**src/rtl/txwd_pkg.sv**
```systemverilog
package txwd_pkg;
  typedef enum logic [0:0] {
    CHK_IDLE = 1'b0,
    CHK_EVAL = 1'b1
  } chk_state_t;

  function automatic logic no_progress(input logic busy, input logic same_idx);
    return busy & same_idx;
  endfunction
endpackage

```
**src/rtl/txwd_snapshot.sv**
```systemverilog
module txwd_snapshot #(
  parameter int IDX_W = 8
) (
  input  logic             clk,
  input  logic             rst,
  input  logic             accept,
  input  logic             eval,
  input  logic             tx_busy,
  input  logic [IDX_W-1:0] tx_desc_idx,
  output logic             stalled
);
  import txwd_pkg::*;

  logic             busy_cap;
  logic [IDX_W-1:0] idx_cap;
  logic [IDX_W-1:0] snap_idx;

  // capture the engine state on the accepting edge
  always_ff @(posedge clk) begin
    if (rst) begin
      busy_cap <= 1'b0;
      idx_cap  <= '0;
    end else if (accept) begin
      busy_cap <= tx_busy;
      idx_cap  <= tx_desc_idx;
    end
  end

  assign stalled = no_progress(busy_cap, idx_cap == snap_idx);

  // the stored copy moves only on a progress check
  always_ff @(posedge clk) begin
    if (rst) begin
      snap_idx <= '0;
    end else if (eval && !stalled) begin
      snap_idx <= idx_cap;
    end
  end

  AST_SNAP_HOLD: assert property (@(posedge clk) disable iff (rst)
    !$past(eval) |-> $stable(snap_idx));
endmodule

```
**src/rtl/txwd_timer.sv**
```systemverilog
module txwd_timer #(
  parameter int TIMEOUT_CHECKS = 3
) (
  input  logic clk,
  input  logic rst,
  input  logic eval,
  input  logic stalled,
  output logic fire
);
  localparam int TO_W = (TIMEOUT_CHECKS < 1) ? 1 : $clog2(TIMEOUT_CHECKS + 1);
  localparam logic [TO_W-1:0] TO_LIM = TO_W'(TIMEOUT_CHECKS);

  logic [TO_W-1:0] elapsed;
  logic            at_limit;

  assign at_limit = (elapsed == TO_LIM);
  assign fire     = eval && stalled && at_limit;

  always_ff @(posedge clk) begin
    if (rst) begin
      elapsed <= '0;
    end else if (eval) begin
      if (!stalled || at_limit) elapsed <= '0;
      else                      elapsed <= elapsed + 1'b1;
    end
  end

  AST_ELAPSED_RANGE: assert property (@(posedge clk) disable iff (rst)
    elapsed <= TO_LIM);
  AST_ELAPSED_HOLD: assert property (@(posedge clk) disable iff (rst)
    !$past(eval) |-> $stable(elapsed));
endmodule

```
**src/rtl/txwd_settle.sv**
```systemverilog
module txwd_settle #(
  parameter int SETTLE_CYC = 5000,
  parameter int CNT_W      = 16
) (
  input  logic             clk,
  input  logic             rst,
  input  logic             fire,
  output logic             holdoff,
  output logic             sel_reset,
  output logic [CNT_W-1:0] lockup_cnt
);
  localparam int ST_W = (SETTLE_CYC < 1) ? 1 : $clog2(SETTLE_CYC + 1);
  localparam logic [ST_W-1:0] ST_LOAD = ST_W'(SETTLE_CYC);

  logic [ST_W-1:0] settle_cnt;

  assign holdoff = (settle_cnt != '0);

  always_ff @(posedge clk) begin
    if (rst) begin
      settle_cnt <= '0;
    end else if (fire) begin
      settle_cnt <= ST_LOAD;
    end else if (holdoff) begin
      settle_cnt <= settle_cnt - 1'b1;
    end
  end

  always_ff @(posedge clk) begin
    if (rst) begin
      sel_reset  <= 1'b0;
      lockup_cnt <= '0;
    end else begin
      sel_reset <= fire;
      if (fire) lockup_cnt <= lockup_cnt + 1'b1;
    end
  end

  AST_PULSE_SINGLE: assert property (@(posedge clk) disable iff (rst)
    sel_reset |=> !sel_reset);
  AST_COUNT_WITH_PULSE: assert property (@(posedge clk) disable iff (rst)
    (lockup_cnt != $past(lockup_cnt)) |-> sel_reset);
  AST_COUNT_STEP: assert property (@(posedge clk) disable iff (rst)
    sel_reset |-> (lockup_cnt == $past(lockup_cnt) + 1'b1));
endmodule

```
**src/rtl/txwd_top.sv**
```systemverilog
module txwd_top #(
  parameter int IDX_W          = 8,
  parameter int TIMEOUT_CHECKS = 3,
  parameter int SETTLE_CYC     = 5000,
  parameter int CNT_W          = 16
) (
  input  logic             clk,
  input  logic             rst,
  input  logic             chk_stb,
  input  logic             tx_busy,
  input  logic [IDX_W-1:0] tx_desc_idx,
  output logic             mask_irq,
  output logic             sel_reset,
  output logic [CNT_W-1:0] lockup_cnt
);
  import txwd_pkg::*;

  chk_state_t state;
  logic       accept;
  logic       eval;
  logic       stalled;
  logic       fire;
  logic       holdoff;

  assign eval   = (state == CHK_EVAL);
  assign accept = chk_stb && !eval && !holdoff;

  always_ff @(posedge clk) begin
    if (rst) state <= CHK_IDLE;
    else     state <= accept ? CHK_EVAL : CHK_IDLE;
  end

  assign mask_irq = eval;

  txwd_snapshot #(.IDX_W(IDX_W)) u_snap (
    .clk         (clk),
    .rst         (rst),
    .accept      (accept),
    .eval        (eval),
    .tx_busy     (tx_busy),
    .tx_desc_idx (tx_desc_idx),
    .stalled     (stalled)
  );

  txwd_timer #(.TIMEOUT_CHECKS(TIMEOUT_CHECKS)) u_timer (
    .clk     (clk),
    .rst     (rst),
    .eval    (eval),
    .stalled (stalled),
    .fire    (fire)
  );

  txwd_settle #(.SETTLE_CYC(SETTLE_CYC), .CNT_W(CNT_W)) u_settle (
    .clk        (clk),
    .rst        (rst),
    .fire       (fire),
    .holdoff    (holdoff),
    .sel_reset  (sel_reset),
    .lockup_cnt (lockup_cnt)
  );

  AST_MASK_SINGLE: assert property (@(posedge clk) disable iff (rst)
    mask_irq |=> !mask_irq);
  AST_RESET_AFTER_MASK: assert property (@(posedge clk) disable iff (rst)
    sel_reset |-> $past(mask_irq));
  AST_HOLDOFF_BLOCKS: assert property (@(posedge clk) disable iff (rst)
    holdoff |=> !mask_irq);
  AST_IDLE_NO_CHECK: assert property (@(posedge clk) disable iff (rst)
    !chk_stb |=> !mask_irq);
endmodule

```
**config.mk**
```make
export PLATFORM = sky130hd
export DESIGN_NAME = txwd_top
export DESIGN_NICKNAME = d
export VERILOG_FILES = /design/src/rtl/txwd_pkg.sv /design/src/rtl/txwd_snapshot.sv /design/src/rtl/txwd_timer.sv /design/src/rtl/txwd_settle.sv /design/src/rtl/txwd_top.sv
export SDC_FILE = /design/constraint.sdc
export NUM_CORES = 1
export LEC_CHECK = 0
export BUFFER_PORTS_ARGS = -buffer_cell sky130_fd_sc_hd__buf_2
export CORE_MARGIN = 1
export CORE_UTILIZATION = 31
export CTS_BUF_LIST = sky130_fd_sc_hd__clkbuf_8
export CTS_CLUSTER_SIZE = 14
export DETAILED_ROUTE_END_ITERATION = 16
export GPL_TIMING_DRIVEN = 0
export SLEW_MARGIN = 10
export SYNTH_ARGS = -nofsm -noshare
export SYNTH_HDL_FRONTEND = slang
export SYNTH_SLANG_ARGS = --single-unit
```
**constraint.sdc**
```tcl
create_clock -name clk -period 5.95 [get_ports clk]
set_clock_uncertainty 0.2 [all_clocks]
set_input_delay 1.19 -clock clk [delete_from_list [all_inputs] [get_ports clk]]
set_output_delay 1.19 -clock clk [all_outputs]
set_load 0.01 [all_outputs]
```
## Word-level counts from Yosys, hierarchy flattened

Index checks and enable logic that the tools add are counted.

- Logic and storage cells: 31
- Output and inout port bits: 18
- Bits in registers: 50
- Memories kept: 0
- Bits in latches: 0
- Memory bits (writable): 0
- Memory bits (read-only): 0

- Multiply operators: 0
- Divide/modulo/power cells: 0
- Magnitude comparators: 0
- Shift-type cells: 0
- $add $sub $neg: 3
- Mux-type cells: 4
- Bitwise logic cells: 1
- Equality and inequality tests: 2
- Reductions and logical operators: 12

Operator list:

| operator | count |
|---|---|
| 2-to-1 mux 13 bit | 2 |
| adder 16 x 1 -> 16 bit, second input constant | 1 |
| nonzero test 13 bit | 1 |
| subtractor 13 x 1 -> 13 bit, second input constant | 1 |
| equality test 8 bit | 1 |
| logical AND 1 bit | 5 |
| logical NOT 1 bit | 3 |
| adder 2 x 1 -> 2 bit, second input constant | 1 |
| equality test 2 bit, second input constant | 1 |
| 2-to-1 mux 2 bit | 1 |
| nonzero test 2 bit | 1 |
| OR reduction 2 bit | 1 |
| bitwise AND 1 bit | 1 |
| logical OR 1 bit | 1 |
| 2-to-1 mux 1 bit | 1 |

## Logic depth before layout (Yosys ltp)

Gate-level depths: netlist (run 1).

- Depth in word-level cells: 5
- Gate-level depth with buffers: 8

## Modules after synthesis

From an unflattened synthesis (run 1), not the netlist that was laid out.

- Cell total of the unflattened synthesis: 258
- Area total of the unflattened synthesis: 2333.5 µm²

By module, submodules not included:

| module | area each (µm²) | cells an instance | seq. area each (µm²) | times used |
|---|---|---|---|---|
| txwd_settle | 1421.4 | 163 | 600.6 | 1 |
| txwd_snapshot | 767.0 | 82 | 340.3 | 1 |
| txwd_timer | 102.6 | 10 | 40.0 | 1 |
| txwd_top | 42.5 | 3 | 20.0 | 1 |

## Worst setup path before layout (run 1)

OpenSTA, ideal clock, no wires.

- Kind: register to register
- Start point: register u_snap.idx_cap[4]
- End point: register u_settle.lockup_cnt[15]
- Data required time: 5.680 ns
- Path slack: 3.720 ns
- Library setup time: 0.070 ns
- Stages on the path, launching flop included: 7
- Arrival: 1.960 ns
- Path through: dfxtp_1 -> xor2_1 -> or3_4 -> or4_1 -> clkbuf_2 -> or3_1 -> a21oi_1

- Word-level cells in the longest chain between the ends: 4

RTL lines:

| item | line | RTL |
|---|---|---|
| start: declaration | txwd_snapshot.sv:15 | `logic [IDX_W-1:0] idx_cap;` |
| start signal: assignment | txwd_snapshot.sv:25 | `idx_cap <= tx_desc_idx;` |
| equality test 8 bit | txwd_snapshot.sv:29 | `assign stalled = no_progress(busy_cap, idx_cap == snap_idx);` |
| bitwise AND 1 bit | txwd_pkg.sv:8 | `return busy & same_idx;` |
| logical AND 1 bit (2 in series) | txwd_timer.sv:17 | `assign fire = eval && stalled && at_limit;` |
| end signal: assignment | txwd_settle.sv:35 | `if (fire) lockup_cnt <= lockup_cnt + 1'b1;` |
| end: declaration | txwd_settle.sv:10 | `output logic [CNT_W-1:0] lockup_cnt` |

Every way passes these cells.
A chain may end at the register's enable or synchronous reset.

## Final worst setup path (run 1)

- Start point: register u_settle.settle_cnt[8]
- End point: register u_snap.idx_cap[7]

- Word-level cells in the longest chain between the ends: 3

RTL lines:

| item | line | RTL |
|---|---|---|
| start: declaration | txwd_settle.sv:15 | `logic [ST_W-1:0] settle_cnt;` |
| start signal: assignment | txwd_settle.sv:25 | `settle_cnt <= settle_cnt - 1'b1;` |
| nonzero test 13 bit | txwd_settle.sv:17 | `assign holdoff = (settle_cnt != '0);` |
| logical NOT 1 bit | txwd_top.sv:26 | `assign accept = chk_stb && !eval && !holdoff;` |
| logical AND 1 bit | txwd_top.sv:26 |  |

Every way passes these cells.

==> results.yml, run 1 <==
global_route:
  grt_pass1_wl_um: 8314
  grtUsageTotal_pct: 14.06
  grt_pass1_vias: 1765
  antenna_found_initial: 0
  grt_max_degree: 16
  grt.overflow.total: 0
timing:
  worst_pin_slew_ns: 0.6399
  setup_violations: 0
  period_needed_ns: 2.565
  finalWorstSetupSlack_ns: 3.385
  finalCritPeriodShare_pct: 43.12
  finalSetupTns_ns: 0
  slew_headroom_pct: 56.97
  report.final.slew_viol_count: 0
  max_freq_mhz: 389.8
  finalHoldViolCount: 0
  rsz0062_at_grt: "false"
synthesis:
  synthArstFlopShare_pct: 0
  synth_warnings: 0
  synth_top_area_share_pct: 44.42
  ys.flop_type: "dfxtp_1"
  postSynthCellCount: 260
  yosysTopAreaCell: "dfxtp_1"
  yosys-top-cells-area: "dfxtp_1 44%, a21oi_1 6.2%, xor2_1 5.1%"
  synth_cell_types: 37
  syn_nets: 276
  synth.most_common_cell: "dfxtp_1"
  synth_edf_count: 0
  ys_seq_elements: 50
  synth.avg_cell_area_um2: 8.667
  syn_area_um2: 2253
  seq_area_frac_synth_pct: 44.42
  synth_common_cells: "50 x dfxtp_1, 30 x nand2_1, 28 x a21oi_1"
clocking:
  insertion_delay_ns: 0.30
  h-tree-depth: 2
  cts_resized: 0
  cts-root-buf: "clkbuf_8"
  numClockSinks: 50
  clk_path_buf_depth: 2
  postCtsHoldBufs: 0
  post_cts_buffers: 0
  tritoncts: "yes"
  cts-buffers-inserted: 5
  clk_pin_slew_ns: 0.09
worst_setup_path:
  reg2reg_depth: 5
  cp-start-kind: "register"
  critPathSlowestCell: "nor3b_2"
  crit_fanout: 9
  cp_data_arrival_time_ns: 2.59
  path_class: "register to register"
  critPathCaptureType: "register"
  worstPathRequired_ns: 5.97
  crit_chain: "nor4_2 > nand4b_1 > nor3b_2 > nand2_1 > a21oi_1"
  critPathMaxStageDelay_ns: 0.68
power:
  pwr-share-clk_pct: 21.3
  finalPower_uw: 961.2
  pwr-share-seq_pct: 44.8
  irDropWorstVdd_uv: 107.4
  power_switching_uw: 346.8
  combPwrFrac_pct: 33.9
  power_density_nw_per_um2: 367.7
  leakagePower_uw: 0.0009917
  p_int_uw: 614.4
  swShare_pct: 36.08
finish:
  area_delta_synth_final_pct: 15.99
  num_antenna_cells: 0
  drive_gt1_share_pct: 14.14
  nNetsFinal: 312
  multiInputGateArea_um2: 1184
  regArea_um2: 1001
  fill_cells: 746
  utilization_pct: 37.84
place:
  globalplace.congestion: 0.7327
  port-buffer-count: 29
  place_hpwl_um: 3521
  dp_slack_ns: 3.331
floorplanning:
  io_pins: 30
  dieArea_um2: 7614
  core_region_area_um2: 6907
  core.rowCount: 30
  die_height_um: 87.26
  die_x_um: 87.26
  start_util_pct: 32.63
drt:
  ant_nets: 0
  drc_errors: 0
  wire_per_inst_um: 12.62
  drtPass1Iterations: 4
  vias_per_cell: 4.941
  via_count: 1942
  totalWireLength_um: 4960
  initialDrtViolationCount: 80
hold_path:
  min_path_type: "register to register"
  min_path_cells: 2
run:
  cap_violations: 0
outcome:
  status: "complete, no violations"
-- cell type report --
type / instances / area share (%)
Tap cell: 96 / 4.595
Clock buffer: 6 / 3.159
Multi-Input combinational cell: 192 / 45.28
Clock inverter: 2 / 0.4787
Inverter: 4 / 0.5744
Timing Repair Buffer: 29 / 5.553
Sequential cell: 50 / 38.30
Buffer: 14 / 2.058
-- routing by layer --
layer / vias to the layer above / part of all wire, % / GRT usage (%)
met4: 0 / 0.99 / 4.471
met5: - / 0 / 0
met2: 39 / 46 / 23.37
li1: 996 / - / -
met1: 905 / 49 / 18.25
met3: 2 / 3.8 / 2.844
-- state kept, by name (all words and copies together), names as in the netlist --
signal and cells:
u_settle.sel_reset 1, u_settle.lockup_cnt 16, mask_irq 1, u_snap.busy_cap 1
u_timer.elapsed 2, u_snap.snap_idx 8, u_settle.settle_cnt 13, u_snap.idx_cap 8
-- cell usage in the layout (no fill, tap or decap), types with 2 or more instances in the layout --
master / n
a21oi_1: 28
a31oi_1: 2
and2_1: 3
and3_1: 3
and4_1: 4
buf_1: 3
buf_2: 29
clkbuf_1: 10
clkbuf_8: 6
dfxtp_1: 50
ha_1: 4
inv_1: 4
mux2i_1: 9
nand2_1: 30
nand2b_1: 2
nand3_1: 8
nand4_1: 8
nand4b_1: 7
nor2_1: 16
nor3_1: 8
nor3b_1: 2
nor4_1: 3
o21ai_0: 13
o31ai_1: 2
or3_1: 11
xnor2_1: 5
xor2_1: 13
-- power by group through the flow --
stage / registers, uW / clock network [uW] / logic (uW)
5_1_grt: 437 / 228 / 370
2_1_floorplan: 427 / 0 / 265
4_1_cts: 429 / 213 / 327
3_3_place_gp: 435 / 0 / 319
6_report: 430 / 205 / 326
3_5_place_dp: 436 / 0 / 325
-- final timing paths --
| path | endpoint | start | slack [ns] |
|---|---|---|---|
| worst max register to register | u_snap.idx_cap[7] | u_settle.settle_cnt[8] | 3.38 |
| worst min register to register | u_timer.elapsed[1] | u_timer.elapsed[1] | 0.28 |
| worst min-delay path | u_timer.elapsed[1] | u_timer.elapsed[1] | 0.28 |
| worst max-delay path | u_snap.idx_cap[7] | u_settle.settle_cnt[8] | 3.38 |
-- kinds of logic after synthesis --
logic type                 synth area share (%)
and+or+nand+nor                           28.21
adders and majority gates                 2.221
muxes                                     3.998
xor gates and xnor gates                  6.996
DFF                                       44.42
AOI/OAI and AO/OA                         11.10
buffers and inverters                     3.054
-- worst max-delay path, delay by kind of cell, from the launching register on --
family           cells  cell delay, ns
AND/OR/NAND/NOR      4            1.76
flip-flops           1            0.36
AO/OA/AOI/OAI        1            0.16
-- per-stage QoR --
stage	area, um^2	hold slack, ns	cells
6_report	2614	0.2845	393
5_1_grt	2614	0.3054	393
4_1_cts	2614	0.2854	393
3_3_place_gp	2519	0.2595	385
2_1_floorplan	2253	0.2411	260
3_5_place_dp	2519	0.2698	385
Power figures use the tool's default switching activity.
==> run 2, diff against run 1 <==
- clock period: 5.95 -> 2.45 ns (I/O delays scaled with it)
==> run 2 against run 1 <==
  * Count of clock-buffer cells in the layout unchanged
  * Sequential share of layout area down 0.36 points
  * Final cell count unchanged
  * Design area up 0.96%
  * Worst setup slack worse by 3.3 ns
  * Maximum frequency up 10%
  * Sequential power up 150%
  * First-iteration DRC count up 11%
  * Largest power group unchanged
  * Clock power up 140%
==> results.yml, run 2 (synthesized netlist as in run 1, its figures left out) <==
outcome:
  status: "complete, no violations"
clocking:
  tritoncts: "yes"
  insertion_delay_ns: 0.30
  numClockSinks: 50
  cts-root-buf: "clkbuf_8"
  cts-buffers-inserted: 5
  postCtsHoldBufs: 0
  clk_path_buf_depth: 2
  h-tree-depth: 2
  clk_pin_slew_ns: 0.09
run:
  cap_violations: 0
worst_setup_path:
  crit_fanout: 9
  critPathCaptureType: "register"
  worstPathRequired_ns: 2.48
  cp-start-kind: "register"
  crit_chain: "xor2_1 > or3_4 > or4_1 > buf_2 > or3_1 > a21oi_1"
  path_class: "register to register"
  critPathSlowestCell: "or4_1"
  critPathMaxStageDelay_ns: 0.49
  cp_data_arrival_time_ns: 2.36
finish:
  num_antenna_cells: 0
  layout_common_cells: "50 x dfxtp_1, 30 x nand2_1, 30 x buf_2, 28 x a21oi_1, 16 x nor2_1"
  area_delta_synth_final_pct: 17.10
  largest-register: "u_settle.lockup_cnt"
  nNetsFinal: 312
  layout_commonest_cell: "dfxtp_1"
  final_cell_area_um2: 2639
  largest_reg_flops: 16
  fill_cells: 741
  reg_top3: "u_settle.lockup_cnt (16), u_settle.settle_cnt (13)"
  drive_gt1_share_pct: 15.15
power:
  power_density_nw_per_um2: 908.2
  power_switching_uw: 871.0
  pwr-share-clk_pct: 20.8
  leakagePower_uw: 0.001004
  combPwrFrac_pct: 35.2
  irDropWorstVdd_uv: 252.7
  pwr-share-seq_pct: 44.1
  swShare_pct: 36.34
  p_int_uw: 1526
floorplanning:
  core.rowCount: 30
  io_pins: 30
  die_x_um: 87.26
  start_util_pct: 32.63
  dieArea_um2: 7614
  die_height_um: 87.26
  core_region_area_um2: 6907
timing:
  holdWs_ns: 0.2207
  max_freq_mhz: 429.6
  finalCritPeriodShare_pct: 95.02
  slew_headroom_pct: 55.96
  period_needed_ns: 2.328
  setup_violations: 0
  worst_pin_slew_ns: 0.6551
  rsz0062_at_grt: "false"
  report.final.slew_viol_count: 0
  finalHoldViolCount: 0
global_route:
  antenna_found_initial: 0
  grt_max_degree: 16
  grt_pass1_wl_um: 8411
  grt.overflow.total: 0
  grtUsageTotal_pct: 14.28
  grt_pass1_vias: 1777
place:
  place_hpwl_um: 3521
  port-buffer-count: 29
  placed_area_um2: 2519
  globalplace.congestion: 0.7327
drt:
  ant_nets: 0
  via_count: 1950
  totalWireLength_um: 5041
  drc_errors: 0
  initialDrtViolationCount: 89
  drtPass1Iterations: 4
  wire_per_inst_um: 12.83
  vias_per_cell: 4.962
hold_path:
  min_path_type: "input pin to register"
[run 2: power by group through the flow]
stage | Combinational, uW | Clock [uW] | Sequential (uW)
after CTS | 822 | 516 | 1040
after floorplan | 644 | 0 | 1040
after global placement | 774 | 0 | 1060
final | 842 | 497 | 1060
after global routing | 957 | 553 | 1070
after detailed placement | 788 | 0 | 1060
[run 2: area by class of cell]
| cell class | count | area, um^2 | share of cell area [%] |
|---|---|---|---|
| sequential | 50 | 1001 | 37.93 |
| timing repair buffer | 30 | 152.6 | 5.785 |
| multi-input combinational | 192 | 1204 | 45.61 |
| clock buffer | 6 | 82.58 | 3.129 |
| tap | 96 | 120.1 | 4.552 |
| clock inverter | 2 | 12.51 | 0.4742 |
| inverter | 4 | 15.01 | 0.5690 |
| buffer | 13 | 51.30 | 1.944 |
[run 2: path summary, 6_finish.rpt]
path / from / end / slack (ns) / cells past startpoint
setup reg to reg: u_snap.idx_cap[4] / u_settle.lockup_cnt[15] / 0.12 / 6
hold / removal: tx_desc_idx[2] / u_snap.idx_cap[2] / 0.22 / 3
setup / recovery: u_snap.idx_cap[4] / u_settle.lockup_cnt[15] / 0.12 / 6
hold reg to reg: u_timer.elapsed[1] / u_timer.elapsed[1] / 0.29 / 2
[run 2: stage by stage]
step / utilization [%] / total power [uW] / instances / setup WS, ns / TNS (ns)
3_5_place_dp: 36.47 / 1848 / 385 / -0.09423 / -0.7376
5_1_grt: 38.21 / 2582 / 393 / 0.002594 / 0
4_1_cts: 38.04 / 2381 / 394 / 0.09313 / 0
2_1_floorplan: - / 1681 / 260 / 0.2198 / 0
6_report: 38.21 / 2397 / 393 / 0.1221 / 0
3_3_place_gp: 36.47 / 1831 / 385 / -0.1245 / -0.7786
[run 2: repair_timing]
item / 4_1_cts / 5_1_grt
pin swaps: 1 / 0
gates resized for setup: 1 / 5
endpoints found under the setup margin: 9 / 15
endpoints found under the hold margin: 0 / 0
setup buffers: 1 / 0
[run 2: worst max-delay path, delay by kind of cell (launching register included)]
| family | cells | cell delay (ns) |
|---|---|---|
| xor+xnor | 1 | 0.17 |
| buf+inv | 1 | 0.18 |
| simple gates | 3 | 1.24 |
| flops | 1 | 0.34 |
| compound gates | 1 | 0.13 |
[run 2: layer usage]
metal  share of wire [%]  vias up  global-route usage, %
met4                 1.6        0                  5.067
met3                 3.4        6                  2.938
met5                   0        -                      0
met1                  49      901                  18.48
met2                  46       41                  23.51
li1                    -     1002                      -
==> run 3, diff against run 2 <==
- CELL_PAD_IN_SITES_DETAIL_PLACEMENT: not set -> 1
- CELL_PAD_IN_SITES_GLOBAL_PLACEMENT: not set -> 2
- CORE_MARGIN: 1 -> not set
- CTS_CLUSTER_DIAMETER: not set -> 40
- PLACE_DENSITY_LB_ADDON: not set -> 0.1
==> run 3 against run 2 <==
  * Die area is the same
  * Count of clock-buffer cells in the layout shrank 1
  * Critical path depth is the same
  * Largest cell class unchanged
==> results.yml, run 3 (synthesized netlist as in run 1, its figures left out) <==
worst_setup_path:
  path_class: "register to register"
  cp_num_buf_inv: 1
  crit_chain: "xor2_1 > or3_4 > or4_1 > buf_2 > or3_1 > a21oi_1"
  critPathCaptureType: "register"
  worstPathRequired_ns: 2.49
  cp_data_arrival_time_ns: 2.40
  critPathSlowestCell: "or4_1"
  cp-start-kind: "register"
  cpLargestDelayFamily: "simple AND/OR/NAND/NOR gates"
  crit_fanout: 9
  critPathMaxStageDelay_ns: 0.50
drt:
  via_count: 1960
  met1Wirelength_um: 2994
  vias_per_cell: 4.987
  drtPass1Iterations: 4
  ant_nets: 0
  dr.max_layer_used: "met4"
  initialDrtViolationCount: 87
  wire_per_inst_um: 14.72
  wl_met2_um: 2567
  drc_errors: 0
  routed-wl-met3_um: 164
  totalWireLength_um: 5783
place:
  port-buffer-count: 29
  globalplace.congestion: 0.6927
  dp_slack_ns: -0.3181
  place_hpwl_um: 4127
  dp.cells: 385
run:
  cap_violations: 0
clocking:
  clk_pin_slew_ns: 0.09
  insertion_delay_ns: 0.31
  cts-buffers-inserted: 5
  clk_path_buf_depth: 2
  cts-root-buf: "clkbuf_8"
  h-tree-depth: 2
  numClockSinks: 50
  tritoncts: "yes"
timing:
  setup_violations: 0
  period_needed_ns: 2.363
  slew_headroom_pct: 55.49
  max_freq_mhz: 423.3
  rsz0062_at_grt: "false"
  report.final.slew_viol_count: 0
  finalHoldViolCount: 0
  worst_pin_slew_ns: 0.6620
  finalWorstSetupSlack_ns: 0.08738
  finalCritPeriodShare_pct: 96.43
finish:
  largest-register: "u_settle.lockup_cnt"
  finalNonFillerCells: 393
  nNetsFinal: 312
  drive_gt1_share_pct: 15.82
  area_delta_synth_final_pct: 18.21
  layout_commonest_cell: "dfxtp_1"
  layout_common_cells: "50 x dfxtp_1, 30 x nand2_1, 30 x buf_2, 28 x a21oi_1, 16 x nor2_1"
  num_antenna_cells: 0
  reg_top3: "u_settle.lockup_cnt (16), u_settle.settle_cnt (13)"
  largest_reg_flops: 16
  fill_cells: 864
global_route:
  grt.overflow.total: 0
  grtUsageTotal_pct: 16.57
  grt_pass1_vias: 1911
  antenna_found_initial: 0
  grt_pass1_wl_um: 9563
  grt_max_degree: 16
floorplanning:
  io_pins: 30
  die_height_um: 87.26
  core_region_area_um2: 6907
  die_x_um: 87.26
  start_util_pct: 32.63
  dieArea_um2: 7614
  core.rowCount: 30
power:
  irDropWorstVdd_uv: 300.4
  leakagePower_uw: 0.001017
  power_density_nw_per_um2: 942.9
  finalPower_uw: 2512
hold_path:
  min_path_type: "input pin to register"
outcome:
  status: "complete, no violations"
-- run 3: cell types whose count changed in the layout (fill, tap and decap cells not counted) --
cell,previous run,this run
clkbuf_1,8,7
clkbuf_2,1,2
nor4_1,3,2
nor4_2,0,1
bufinv_16,0,1
inv_1,4,5
clkbuf_8,6,5
clkinv_2,1,0
or3b_4,0,1
or3b_1,1,0
-- run 3: report_power, final --
| part | switching, uW | leakage (uW) | internal, uW | total [uW] |
|---|---|---|---|---|
| clock | 284 | 0.0000556 | 301 | 585 |
| sequential | 132 | 0.000405 | 931 | 1060 |
| combinational | 487 | 0.000556 | 377 | 863 |
-- run 3: layout make-up --
| cell class | count | area (um^2) | share of cell area [%] |
|---|---|---|---|
| buffer | 13 | 52.55 | 1.973 |
| clock buffer | 5 | 68.82 | 2.583 |
| clock inverter | 3 | 41.29 | 1.550 |
| inverter | 4 | 15.01 | 0.5636 |
| multi-input combinational | 192 | 1212 | 45.51 |
| sequential | 50 | 1001 | 37.58 |
| tap | 96 | 120.1 | 4.509 |
| timing repair buffer | 30 | 152.6 | 5.730 |
-- run 3: path summary, 6_finish.rpt --
| path | startpoint | endpoint | slack, ns | cells after the start |
|---|---|---|---|---|
| setup / recovery | u_snap.idx_cap[4] | u_settle.lockup_cnt[15] | 0.09 | 6 |
| hold / removal | tx_desc_idx[1] | u_snap.idx_cap[1] | 0.22 | 3 |
| setup reg to reg | u_snap.idx_cap[4] | u_settle.lockup_cnt[15] | 0.09 | 6 |
| hold reg to reg | u_snap.busy_cap | u_snap.busy_cap | 0.28 | 2 |
-- run 3: worst min-delay path: cells and delay by family --
| kind | cells | cell delay [ns] |
|---|---|---|
| buffers and inverters | 1 | 0.09 |
| AOI/OAI and AO/OA | 1 | 0.05 |
| and+or+nand+nor | 1 | 0.04 |
-- run 3: metal layers --
metal	track usage [%]	up-vias
li1	-	997
met1	23.15	923
met2	26.28	33
met3	3.128	7
met4	4.024	0
met5	0	-
-- run 3: timing repair --
action	CTS	global route
gates resized for setup	1	9
endpoints found under the setup margin	9	17
hold buffers	0	0
setup buffers	1	0
-- run 3: metrics by stage --
| step | TNS (ns) | util, % | cell area [um^2] | hold slack [ns] |
|---|---|---|---|---|
| finish | 0 | 38.57 | 2664 | 0.2175 |
| global route | 0 | 38.57 | 2664 | 0.2136 |
| CTS | 0 | 38.24 | 2641 | 0.2071 |
| detailed placement | -2.779 | 36.47 | 2519 | 0.2733 |
| global placement | -2.007 | 36.47 | 2519 | 0.2650 |
| floorplan | 0 | - | 2253 | 0.2411 |
